### src/rtl/exc_pkg.sv
`timescale 1ns/1ps
package exc_pkg;
  typedef struct packed {
    logic ee;   // external/decrementer enable
    logic me;   // machine-check enable
    logic ri;   // recoverable
  } mstate_t;

  localparam int NCAUSE = 6;
  localparam int CW     = $clog2(NCAUSE);

  // index order is priority order, 0 highest
  typedef enum logic [CW-1:0] {
    CZ_RST  = 3'd0,
    CZ_MC   = 3'd1,
    CZ_DFLT = 3'd2,
    CZ_IFLT = 3'd3,
    CZ_EXT  = 3'd4,
    CZ_DEC  = 3'd5
  } cause_e;
endpackage

### src/rtl/exc_gather.sv
`timescale 1ns/1ps
module exc_gather
  import exc_pkg::*;
(
  input  logic              clk,
  input  logic              rst_n,
  input  logic              por_pend,
  input  logic              hard_rst,
  input  logic              soft_rst,
  input  logic              mc_pin,
  input  logic              tea,
  input  logic              dbus_act,
  input  logic              ap_err,
  input  logic              dp_err,
  input  logic              l2_err,
  input  logic              dfault,
  input  logic              ifault,
  input  logic              ext,
  input  logic              dec,
  input  logic              busy,
  input  logic              done,
  input  logic              halted,
  input  mstate_t           st,
  output logic [NCAUSE-1:0] req,
  output logic              mc_stop
);
  logic rst_any, mc_raw, blk, win;

  always_comb begin
    rst_any = por_pend | hard_rst | soft_rst;
    mc_raw  = mc_pin | (tea & dbus_act) | ap_err | dp_err | l2_err;
    blk     = halted | (mc_raw & ~st.me);
    win     = ~busy | done;
    req              = '0;
    req[CZ_RST]      = rst_any;
    req[CZ_MC]       = mc_raw & st.me & ~halted;
    req[CZ_DFLT]     = dfault & ~blk;
    req[CZ_IFLT]     = ifault & ~blk;
    req[CZ_EXT]      = ext & st.ee & win & ~blk;
    req[CZ_DEC]      = dec & st.ee & win & ~blk;
    mc_stop          = mc_raw & ~st.me & ~halted & ~rst_any;
  end


  stop_blocks_chk: assert property (@(posedge clk) disable iff (!rst_n)
    mc_stop |-> (req == '0));

  mask_window_chk: assert property (@(posedge clk) disable iff (!rst_n)
    (req[CZ_EXT] | req[CZ_DEC]) |-> (!busy || done));
endmodule

### src/rtl/exc_arbiter.sv
`timescale 1ns/1ps
module exc_arbiter #(
  parameter int N  = 6,
  localparam int IW = $clog2(N)
) (
  input  logic          clk,
  input  logic          rst_n,
  input  logic [N-1:0]  req,
  output logic [N-1:0]  grant,
  output logic [IW-1:0] idx,
  output logic          any
);
  for (genvar i = 0; i < N; i++) begin : g_pick
    if (i == 0) begin : g_top
      assign grant[i] = req[i];
    end else begin : g_low
      assign grant[i] = req[i] & ~(|req[i-1:0]);
    end
  end

  always_comb begin
    idx = '0;
    for (int i = N - 1; i >= 0; i--) begin
      if (req[i]) idx = IW'(i);
    end
  end

  assign any = |req;


  one_grant_chk: assert property (@(posedge clk) disable iff (!rst_n)
    $onehot0(grant) && (any == (grant != '0)));

  grant_idx_chk: assert property (@(posedge clk) disable iff (!rst_n)
    any |-> grant[idx]);
endmodule

### src/rtl/exc_state_save.sv
`timescale 1ns/1ps
module exc_state_save
  import exc_pkg::*;
#(
  parameter int AW = 32,
  parameter int VW = 20,
  parameter logic [VW-1:0] V_RST  = 20'h00100,
  parameter logic [VW-1:0] V_MC   = 20'h00200,
  parameter logic [VW-1:0] V_DFLT = 20'h00300,
  parameter logic [VW-1:0] V_IFLT = 20'h00400,
  parameter logic [VW-1:0] V_EXT  = 20'h00500,
  parameter logic [VW-1:0] V_DEC  = 20'h00900
) (
  input  logic          clk,
  input  logic          rst_n,
  input  logic          take,
  input  cause_e        cause,
  input  logic          mc_stop,
  input  logic [AW-1:0] pc,
  input  logic          ld,
  input  mstate_t       ld_val,
  output logic          take_q,
  output logic [VW-1:0] vec_q,
  output logic [AW-1:0] srr_pc,
  output mstate_t       srr_st,
  output mstate_t       cur,
  output logic          halted,
  output logic          por_pend
);
  mstate_t          nxt;
  logic [VW-1:0]    vsel;

  always_comb begin
    case (cause)
      CZ_RST:  vsel = V_RST;
      CZ_MC:   vsel = V_MC;
      CZ_DFLT: vsel = V_DFLT;
      CZ_IFLT: vsel = V_IFLT;
      CZ_EXT:  vsel = V_EXT;
      default: vsel = V_DEC;
    endcase
  end

  always_comb begin
    nxt = cur;
    if (take) begin
      case (cause)
        CZ_RST:  nxt = '0;
        CZ_MC:   nxt = '{ee: 1'b0, me: cur.me, ri: 1'b0};
        default: nxt = '{ee: 1'b0, me: cur.me, ri: cur.ri};
      endcase
    end else if (ld) begin
      nxt = ld_val;
    end
  end

  always_ff @(posedge clk or negedge rst_n) begin
    if (!rst_n) begin
      take_q   <= 1'b0;
      vec_q    <= '0;
      srr_pc   <= '0;
      srr_st   <= '0;
      cur      <= '0;
      halted   <= 1'b0;
      por_pend <= 1'b1;
    end else begin
      take_q <= take;
      cur    <= nxt;
      if (take) begin
        vec_q  <= vsel;
        srr_pc <= pc;
        srr_st <= cur;
      end
      if (take && cause == CZ_RST) begin
        halted   <= 1'b0;
        por_pend <= 1'b0;
      end else if (mc_stop) begin
        halted <= 1'b1;
      end
    end
  end


  save_state_chk: assert property (@(posedge clk) disable iff (!rst_n)
    take_q |-> srr_st == $past(cur));

  ee_cleared_chk: assert property (@(posedge clk) disable iff (!rst_n)
    take_q |-> !cur.ee);

  reset_clears_chk: assert property (@(posedge clk) disable iff (!rst_n)
    (take_q && vec_q == V_RST) |-> (cur == '0 && !halted));

  halt_no_take_chk: assert property (@(posedge clk) disable iff (!rst_n)
    halted |-> !take_q);
endmodule

### src/rtl/exc_dispatch.sv
`timescale 1ns/1ps
module exc_dispatch
  import exc_pkg::*;
#(
  parameter int AW = 32,
  parameter int VW = 20,
  parameter logic [VW-1:0] V_EXT = 20'h00500,
  parameter logic [VW-1:0] V_DEC = 20'h00900
) (
  input  logic          clk,
  input  logic          rst_n,
  input  logic          hard_rst_req,
  input  logic          soft_rst_req,
  input  logic          mchk_pin,
  input  logic          bus_err_ack,
  input  logic          data_xfer_act,
  input  logic          addr_par_err,
  input  logic          data_par_err,
  input  logic          l2_par_err,
  input  logic          dacc_fault,
  input  logic          iacc_fault,
  input  logic          ext_irq,
  input  logic          dec_irq,
  input  logic          insn_busy,
  input  logic          insn_done,
  input  logic [AW-1:0] restart_pc,
  input  logic          state_load,
  input  logic [2:0]    state_in,
  output logic          take_exc,
  output logic [VW-1:0] vec_off,
  output logic [AW-1:0] saved_pc,
  output logic [2:0]    saved_state,
  output logic [2:0]    cur_state,
  output logic          checkstop
);
  logic [NCAUSE-1:0] req, grant;
  logic [CW-1:0]     idx;
  logic              any, mc_stop, por_pend;
  mstate_t           st, srr_st;

  exc_gather u_gather (
    .clk(clk), .rst_n(rst_n), .por_pend(por_pend),
    .hard_rst(hard_rst_req), .soft_rst(soft_rst_req),
    .mc_pin(mchk_pin), .tea(bus_err_ack), .dbus_act(data_xfer_act),
    .ap_err(addr_par_err), .dp_err(data_par_err), .l2_err(l2_par_err),
    .dfault(dacc_fault), .ifault(iacc_fault), .ext(ext_irq), .dec(dec_irq),
    .busy(insn_busy), .done(insn_done), .halted(checkstop), .st(st),
    .req(req), .mc_stop(mc_stop)
  );

  exc_arbiter #(.N(NCAUSE)) u_arb (
    .clk(clk), .rst_n(rst_n), .req(req),
    .grant(grant), .idx(idx), .any(any)
  );

  exc_state_save #(.AW(AW), .VW(VW), .V_EXT(V_EXT), .V_DEC(V_DEC)) u_save (
    .clk(clk), .rst_n(rst_n), .take(any), .cause(cause_e'(idx)),
    .mc_stop(mc_stop), .pc(restart_pc), .ld(state_load),
    .ld_val(mstate_t'(state_in)),
    .take_q(take_exc), .vec_q(vec_off), .srr_pc(saved_pc),
    .srr_st(srr_st), .cur(st), .halted(checkstop), .por_pend(por_pend)
  );

  assign saved_state = srr_st;
  assign cur_state   = st;


  no_zero_vec_chk: assert property (@(posedge clk) disable iff (!rst_n)
    take_exc |-> vec_off != '0);

  ext_enabled_chk: assert property (@(posedge clk) disable iff (!rst_n)
    (take_exc && (vec_off == V_EXT || vec_off == V_DEC)) |-> $past(st.ee));

  ext_window_chk: assert property (@(posedge clk) disable iff (!rst_n)
    (take_exc && (vec_off == V_EXT || vec_off == V_DEC))
      |-> $past(!insn_busy || insn_done));

  saved_pc_chk: assert property (@(posedge clk) disable iff (!rst_n)
    take_exc |-> saved_pc == $past(restart_pc));
endmodule

### config.mk
export PLATFORM = sky130hd
export DESIGN_NAME = exc_dispatch
export DESIGN_NICKNAME = d
export VERILOG_FILES = /design/src/rtl/exc_pkg.sv /design/src/rtl/exc_gather.sv /design/src/rtl/exc_arbiter.sv /design/src/rtl/exc_state_save.sv /design/src/rtl/exc_dispatch.sv
export SDC_FILE = /design/constraint.sdc
export NUM_CORES = 1
export LEC_CHECK = 0
export BUFFER_PORTS_ARGS = -buffer_cell sky130_fd_sc_hd__buf_4
export CORE_MARGIN = 4
export CORE_UTILIZATION = 45
export DETAILED_ROUTE_END_ITERATION = 16
export PLACE_DENSITY = 0.78
export SYNTH_ARGS = -nofsm -noshare
export SYNTH_HDL_FRONTEND = slang
export SYNTH_SLANG_ARGS = --single-unit
### constraint.sdc
create_clock -name clk -period 2.86 [get_ports clk]
set_input_delay 0.143 -clock clk [delete_from_list [all_inputs] [get_ports clk]]
set_output_delay 0.143 -clock clk [all_outputs]
set_load 0.01 [all_outputs]
Word level (Yosys, flattened, before mapping)
Cells that the tools add are included.

Equality and inequality tests: 7. Multiplexer cells: 12. Bitwise gates (word level): 27. Reductions and logical operators: 7.

Operators with widths (number): one-hot mux 12 bit (5 select lines) (1); 2-to-1 mux 3 bit (8); bitwise AND 1 bit (14); OR 1 bit (8); == test 3 x 2 -> 1 bit (second input constant) (2); OR reduction 6 bit (1); inverter 1 bit (5); != test 2 bit (second input constant) (2); one-hot mux 2 bit (2 select lines) (1); nonzero test 2 bit (2); == test 3 x 1 -> 1 bit (second input constant) (1); == test 3 bit (second input constant) (1); logical NOT 3 bit (1); != test 3 bit (second input constant) (1); AND reduction 3 bit (1); 2-to-1 mux 1 bit (2); AND reduction 2 bit (1); logical AND 1 bit (1).

Bits in registers: 61. Input port bits: 52. Logic and storage cells: 64.

Logic depth before layout (Yosys ltp)
Gate-level depths: netlist (run 1).

Word-level depth: 18. Depth in mapped cells: 8. Depth with buffers taken out: 6.

Cells and area by module
Synthesis (run 1) repeated with hierarchy kept, for this count alone.

Cell total of the unflattened synthesis: 163. Area, all modules: 2077.0 sq um.

By module, submodules not included: exc_state_save (times used 1, cells each 131, area an instance 1878.1 sq um, seq. area each 1127.3 sq um); exc_gather (times used 1, cells each 15, area an instance 105.1 sq um, seq. area each 0.0 sq um); exc_arbiter (times used 1, cells each 17, area an instance 93.8 sq um, seq. area each 0.0 sq um).

Worst setup path before layout (run 1)
OpenSTA, ideal clock, no wires.

Path kind: input to register. Start point: input data_par_err. End point: register u_save.srr_pc[0]. Setup time: 0.125 ns. Data arrival time: 1.741 ns. Slack: 0.994 ns. Stages on the path: 7. Cells stage by stage: or4_4 > nor3b_2 > a21o_1 > and2_4 > buf_12 > buf_12 > mux2_4.

Longest elaborated chain between the ends: 7.

Ends and longest elaborated chain: start, declared (RTL line exc_dispatch.sv:18) `input logic data_par_err,`; OR 1 bit (*) (2 in a row) (RTL line exc_gather.sv:31) `mc_raw = mc_pin | (tea & dbus_act) | ap_err | dp_err | l2_err;`; bitwise AND 1 bit (RTL line exc_gather.sv:32) `blk = halted | (mc_raw & ~st.me);`; OR 1 bit (RTL line exc_gather.sv:32); inverter 1 bit; bitwise AND 1 bit (on tied branches); OR reduction 6 bit (*) (RTL line exc_arbiter.sv:28) `assign any = |req;`; end signal, assigned (RTL line exc_state_save.sv:71) `srr_pc <= pc;`; end, declared (RTL line exc_state_save.sv:24) `output logic [AW-1:0] srr_pc,`.

Every way passes the cells marked *; elsewhere a longest branch is shown, timed or not. A chain may end at the register's enable or synchronous reset.

Final worst setup path (run 1)
Start point: register u_save.cur[1] (netlist name). End point: register u_save.srr_pc[17].

Longest elaborated chain between the ends: 6.

Ends and longest elaborated chain: start, declared (RTL line exc_state_save.sv:26) `output mstate_t cur,`; start signal, assigned (RTL line exc_state_save.sv:68) `cur <= nxt;`; inverter 1 bit (RTL line exc_gather.sv:32); bitwise AND 1 bit (RTL line exc_gather.sv:32); OR 1 bit (RTL line exc_gather.sv:32); inverter 1 bit; bitwise AND 1 bit (on tied branches); OR reduction 6 bit (*) (RTL line exc_arbiter.sv:28).

Marked as above.

==> flow_metrics.py, run 1 <==
metrics = {
    "yosys": {
        "yosysMostFrequentCell": "dfrtp_1",
        "synth_area_sq_um": 2153,
        "synth-seq-cells": 45,
        "yosys-top-cells-area": "dfrtp_1 (51%), mux2_4 (20%), buf_4 (5.6%)",
        "yosys.area.top_type": "dfrtp_1",
        "synth_top_flop_cell": "dfrtp_1",
        "synthArstFlopShare": 1.000,
        "synth_top_area_frac": 0.5113,
        "synth_commonest_cells": "dfrtp_1 (44), mux2_4 (29), buf_4 (16)",
        "synth-edff-count": 0,
        "seq_area_frac_synth": 0.5235,
        "syn_inst": 156,
        "ys_warn_count": 0,
        "synth_area_per_cell_sq_um": 13.80,
        "synth_cell_type_count": 31,
    },
    "setup_path": {
        "crit_path_max_incr_delay_ns": 0.58,
        "critPathMaxFanout": 36,
        "cp_num_buf_inv": 0,
        "end_kind": "register",
        "worstPathRequired_ns": 3.03,
        "cp_data_arrival_time_ns": 2.39,
        "cp-start-kind": "register",
        "crit_chain": "nor2b_1 -> a21oi_1 -> a21o_1 -> and2_4 -> mux2_1",
        "path_delay_family": "simple AND/OR/NAND/NOR gates",
        "crit_type": "register to register",
        "cpMaxStageDelayCell": "and2_4",
    },
    "power": {
        "ir_worst_vdd_v": 0.0003165,
        "seq_power_share": 0.488,
        "p_leak_nw": 1.445,
        "powerDensity_nw_per_um2": 486.3,
        "pwr-share-clk": 0.339,
        "combPwrFrac": 0.172,
        "intPower_w": 0.001103,
        "power.switching_w": 0.0003195,
        "p_sw_frac": 0.2246,
    },
    "layout": {
        "nNetsFinal": 308,
        "areaGrowthSynthToFinish_pct": 35.85,
        "antenna_cells": 0,
        "layout-drive-gt1-share": 0.5409,
        "postLayoutCellArea_sq_um": 2925,
        "layout.cells.non_filler": 309,
    },
    "place": {
        "pre_cts_ws_ns": 0.5350,
        "place_congestion": 0.8685,
        "placed_area_sq_um": 2799,
        "port_buffers": 95,
        "dp_cells": 300,
        "dpl.hpwl_mm": 3.482,
    },
    "timing": {
        "finalCriticalPeriod_ns": 2.228,
        "layout_setup_ws_ns": 0.6323,
        "finalClockSkew_ns": 0.008016,
        "setup_violations": 0,
        "period_share": 0.7789,
        "tns_ns": 0,
        "rsz0062_at_grt": "no",
        "whs_ns": 0.06402,
        "max_slew_margin": 0.4023,
        "hold_viol_final": 0,
        "tightestPinTransition_ns": 0.8740,
        "fmax_ghz": 0.4489,
        "report.final.slew_viol_count": 0,
    },
    "clocking": {
        "path_clk_slew_ns": 0.08,
        "worstSkewPairLatency_ns": 0.28,
        "cts_num_sinks": 45,
        "cts_made_buffers": 5,
        "cts_resized": 0,
        "post_cts_buffers": 0,
        "hold_buffers": 1,
        "htreeDepth": 2,
        "cts_buffer_depth": 2,
        "cts_tree": "yes",
        "root_buffer": "clkbuf_8",
    },
    "global_route": {
        "grt.total_usage": 0.1573,
        "grt_pass1_wl_mm": 7.583,
        "grt_start_max_net_pins": 46,
        "antenna_found_initial": 0,
        "first_global_vias": 1532,
        "overflow": 0,
    },
    "status": {
        "status": "complete, no violations",
    },
    "detailed_routing": {
        "dr_total_vias": 1520,
        "wire_per_inst_microns": 14.74,
        "ant_nets": 0,
        "via_per_inst": 4.919,
        "dr.pass1.iters": 4,
        "drcViolationCount": 0,
        "drt_iter0_drc": 48,
        "wl_mm": 4.556,
    },
    "die": {
        "initial_utilization": 0.4781,
        "die_x_microns": 77.18,
        "dieHeight_microns": 77.18,
        "core_area_sq_um": 4504,
        "ios": 112,
        "rows": 24,
        "die_area_sq_um": 5956,
    },
    "worst_hold_path": {
        "hold_path_class": "input port to register",
    },
    "flow_run": {
        "cap_violations": 0,
    },
}
[path summary, 6_finish.rpt]
path	startpoint	end	slack (ns)	depth (start not counted)
worst max register to register	u_save.cur[1]$_DFFE_PN0P_	u_save.srr_pc[17]$_DFFE_PN0N_	0.63	5
worst min-delay path	restart_pc[16]	u_save.srr_pc[16]$_DFFE_PN0N_	0.06	2
min in group asynchronous	rst_n	u_save.srr_pc[22]$_DFFE_PN0N_	0.39	2
worst min register to register	u_save.srr_pc[18]$_DFFE_PN0N_	u_save.srr_pc[18]$_DFFE_PN0N_	0.49	1
worst max-delay path	u_save.cur[1]$_DFFE_PN0P_	u_save.srr_pc[17]$_DFFE_PN0N_	0.63	5
max in group asynchronous	rst_n	u_save.por_pend$_DFFE_PN1P_	2.08	2
[worst reg2reg max path: cells and delay by family, from the launching register on]
kind / cells / cell delay, ns
and+or+nand+nor: 2 / 0.74
DFF: 1 / 0.44
muxes: 1 / 0.41
AOI/OAI and AO/OA: 2 / 0.53
[power groups by stage]
| stage | Sequential, W | Clock (W) | Combinational (W) |
|---|---|---|---|
| floorplan | 0.000723 | 0 | 0.000113 |
| global placement | 0.000707 | 0 | 0.000242 |
| detailed placement | 0.000707 | 0 | 0.000246 |
| CTS | 0.000695 | 0.000495 | 0.000248 |
| global route | 0.000700 | 0.000534 | 0.000266 |
| finish | 0.000695 | 0.000483 | 0.000245 |
[layout by cell type (no fill, tap or decap), drive strengths merged, types with 2 or more instances in the layout]
cell type	synthesis	final
nand3	6	6
mux2	35	35
clkbuf	0	7
dfrtp	44	44
mux2i	2	2
nor2	7	7
a21oi	9	9
o21ai	5	5
nand3b	2	2
conb	1	17
nor2b	2	2
buf	20	96
inv	4	4
nand2	4	4
[registers in the layout, summed over array words and instances (netlist names)]
signal / count
u_save.srr_pc: 32
u_save.vec_q: 4
u_save.cur: 3
u_save.srr_st: 3
u_save.halted: 1
u_save.por_pend: 1
u_save.take_q: 1
[final cells by class]
| class | instances | area, sq um |
|---|---|---|
| Multi-Input combinational cell | 103 | 870.8 |
| Timing Repair Buffer | 97 | 730.7 |
| Fill cell | 378 | 1579 |
| Clock buffer | 7 | 86.33 |
| Tap cell | 52 | 65.06 |
| Sequential cell | 45 | 1127 |
| Clock inverter | 1 | 30.03 |
| Inverter | 4 | 15.01 |
[logic make-up (layout without fill, tap and decap cells)]
group                  Yosys count  count (layout)  share of synthesized area
AO/OA/AOI/OAI                   20              20                    0.05404
AND/OR/NAND/NOR                 29              29                    0.07786
buffers and inverters           24             109                    0.09994
multiplexers                    37              37                     0.2429
other                            1              17                   0.001742
flip-flops                      45              45                     0.5235
[metrics by stage]
stage	power (W)	utilization
floorplan	0.0008365	-
global placement	0.0009494	0.6214
detailed placement	0.0009534	0.6214
CTS	0.001439	0.6494
global route	0.001500	0.6494
finish	0.001423	0.6494
[per-layer routing]
metal	vias to the layer above	global-route usage	part of all wire
met5	-	0	0
met4	0	0.03737	0.014
met3	6	0.05386	0.081
met2	75	0.2530	0.47
met1	727	0.2039	0.43
li1	712	-	-
No activity file was read; power rests on OpenSTA's default activity.
==> inputs of run 2 (changes only) <==
--- a/config.mk
+++ b/config.mk
@@ -7,9 +7,9 @@
 export LEC_CHECK = 0
 export BUFFER_PORTS_ARGS = -buffer_cell sky130_fd_sc_hd__buf_4
 export CORE_MARGIN = 4
-export CORE_UTILIZATION = 45
+export CORE_UTILIZATION = 41
 export DETAILED_ROUTE_END_ITERATION = 16
-export PLACE_DENSITY = 0.78
+export PLACE_DENSITY = 0.75
 export SYNTH_ARGS = -nofsm -noshare
 export SYNTH_HDL_FRONTEND = slang
 export SYNTH_SLANG_ARGS = --single-unit
==> constraint.sdc (replaced) <==
create_clock -name clk -period 2 [get_ports clk]
set_input_delay 0.1 -clock clk [delete_from_list [all_inputs] [get_ports clk]]
set_output_delay 0.1 -clock clk [all_outputs]
set_load 0.01 [all_outputs]
==> run 2 against run 1 <==
Net effect: via count is 2.2% higher; count of clock-buffer cells in the layout is 2 lower; first-iteration DRC count is 23% lower; sequential share of layout area is 1.9 points lower; worst setup slack worse by 0.39 ns; sequential cell count stayed put; combinational power is 50% higher; sequential power is 43% higher; wire length is 5.5% higher; non-clock buffer count is 9 higher; critical path type unchanged.
==> flow_metrics.py, run 2 (synthesis results as in run 1) <==
metrics = {
    "status": {
        "status": "complete, no violations",
    },
    "setup_path": {
        "path_depth": 6,
        "worstPathRequired_ns": 2.18,
        "cp-start-kind": "register",
        "critPathMaxFanout": 14,
        "cp_num_buf_inv": 1,
        "cpMaxStageDelayCell": "dfrtp_1",
        "crit_path_start": "u_save.halted$_DFFE_PN0P_",
        "timing.rr.start": "u_save.halted$_DFFE_PN0P_",
        "cp_data_arrival_time_ns": 1.94,
        "path_delay_family": "compound AO/OA/AOI/OAI gates",
        "r2r_cells": 6,
        "crit_path_max_incr_delay_ns": 0.46,
        "end_kind": "register",
        "crit_chain": "a21oi_1 -> a21oi_1 -> a21o_1 -> and2_4 -> buf_12 -> mux2_4",
        "crit_type": "register to register",
        "cp_common_cell": "a21oi_1",
    },
    "clocking": {
        "cts_tree": "yes",
        "path_clk_slew_ns": 0.08,
        "cts_made_buffers": 5,
        "cts_buffer_depth": 2,
        "root_buffer": "clkbuf_8",
        "htreeDepth": 2,
        "worstSkewPairLatency_ns": 0.30,
        "cts_num_sinks": 45,
    },
    "global_route": {
        "grt_util_met3": 0.04933,
        "grt_start_max_net_pins": 46,
        "use_met2": 0.2442,
        "overflow": 0,
        "grt.total_usage": 0.1495,
        "grt_pass1_wl_mm": 7.396,
        "globalRoute.busiestLayer": "met2",
        "first_global_vias": 1514,
        "antenna_found_initial": 0,
        "use_met1": 0.1892,
    },
    "detailed_routing": {
        "wire_per_inst_microns": 14.30,
        "wl_mm": 4.806,
        "dr_total_vias": 1553,
        "drt_iter0_drc": 37,
        "drcViolationCount": 0,
        "ant_nets": 0,
        "dr.pass1.iters": 4,
        "via_per_inst": 4.622,
    },
    "place": {
        "dpl.hpwl_mm": 3.752,
        "dp_cells": 326,
        "port_buffers": 95,
        "placed_area_sq_um": 2919,
        "place_congestion": 0.8987,
    },
    "layout": {
        "top_register": "u_save.srr_pc",
        "fillCellCount": 431,
        "final_common_cell": "buf_4",
        "antenna_cells": 0,
        "finish.utilization": 0.6024,
        "postLayoutCellArea_sq_um": 3077,
        "largestRegisters": "u_save.srr_pc: 32 flops, u_save.vec_q: 4 flops",
        "layout-drive-gt1-share": 0.5564,
        "final_cell_mix": "buf_4 (101), dfrtp_1 (44), mux2_4 (29)",
        "layout.cells.non_filler": 336,
        "nNetsFinal": 317,
        "areaGrowthSynthToFinish_pct": 42.88,
        "largest_register_ff_count": 32,
    },
    "die": {
        "die_area_sq_um": 6475,
        "core_area_sq_um": 5107,
        "initial_utilization": 0.4216,
        "ios": 112,
        "die_x_microns": 80.47,
        "rows": 26,
        "dieHeight_microns": 80.47,
    },
    "flow_run": {
        "cap_violations": 0,
    },
    "timing": {
        "tns_ns": 0,
        "max_slew_margin": 0.6321,
        "finalClockSkew_ns": 0.005182,
        "fmax_ghz": 0.5680,
        "rsz0062_at_grt": "no",
        "tightestPinTransition_ns": 0.5518,
        "setup_violations": 0,
        "period_share": 0.8803,
        "report.final.slew_viol_count": 0,
        "finalCriticalPeriod_ns": 1.761,
        "hold_viol_final": 0,
    },
    "power": {
        "ir_worst_vdd_v": 0.0002517,
        "finalPower_w": 0.002181,
        "powerDensity_nw_per_um2": 709.0,
        "p_leak_nw": 1.511,
    },
    "worst_hold_path": {
        "hold_path_class": "input port to register",
        "min_path_cells": 2,
        "hp-start": "restart_pc[16]",
    },
}
==> run 2: cell types whose count changed in the layout (fill, tap and decap cells not counted) <==
cell / previous run / this run
buf_4: 96 / 101
clkbuf_8: 6 / 5
clkbuf_1: 1 / 0
inv_6: 0 / 1
bufinv_16: 1 / 2
buf_12: 0 / 3
dlygate4sd3_1: 1 / 2
==> run 2: area by class of cell <==
class | count | area (sq um) | share of cell area
inverters | 4 | 15.01 | 0.004880
repair buffers | 106 | 838.3 | 0.2725
multi-input cells | 103 | 870.8 | 0.2830
clock inverters | 3 | 68.82 | 0.02237
flip-flops and latches | 45 | 1127 | 0.3664
clock buffers | 5 | 68.82 | 0.02237
well taps | 70 | 87.58 | 0.02847
==> run 2: power breakdown <==
| part | internal [W] | total [W] | switching [W] |
|---|---|---|---|
| logic | 0.000220 | 0.000367 | 0.000147 |
| clock network | 0.000503 | 0.000819 | 0.000316 |
| registers | 0.000963 | 0.000995 | 0.0000322 |
==> run 2: final timing paths <==
kind | end | slack [ns]
worst max-delay path | u_save.srr_pc[24]$_DFFE_PN0N_ | 0.24
worst min-delay path | u_save.srr_pc[16]$_DFFE_PN0N_ | 0.01
worst max register to register | u_save.srr_pc[24]$_DFFE_PN0N_ | 0.24
worst min register to register | u_save.srr_pc[15]$_DFFE_PN0N_ | 0.50
max in group asynchronous | u_save.por_pend$_DFFE_PN1P_ | 1.28
min in group asynchronous | u_save.srr_pc[2]$_DFFE_PN0N_ | 0.33
==> run 2: per-layer routing <==
metal | vias up | wire [microns]
met5 | - | 0
met1 | 733 | 1974
met2 | 81 | 2286
met4 | 0 | 57
li1 | 730 | -
met3 | 9 | 488
==> run 2: timing repair <==
action / in CTS / in global routing
setup buffers: 0 / 0
hold buffers: 1 / 1
endpoints found under the hold margin: 44 / 1
gates resized for setup: 0 / 0
==> run 2: metrics by stage <==
step	hold slack, ns	worst slack (ns)
floorplan	-0.1956	0.1771
global placement	0.1313	0.08629
detailed placement	0.1335	0.05384
CTS	0.001687	0.2403
global route	0.005231	0.1472
finish	0.01194	0.2395
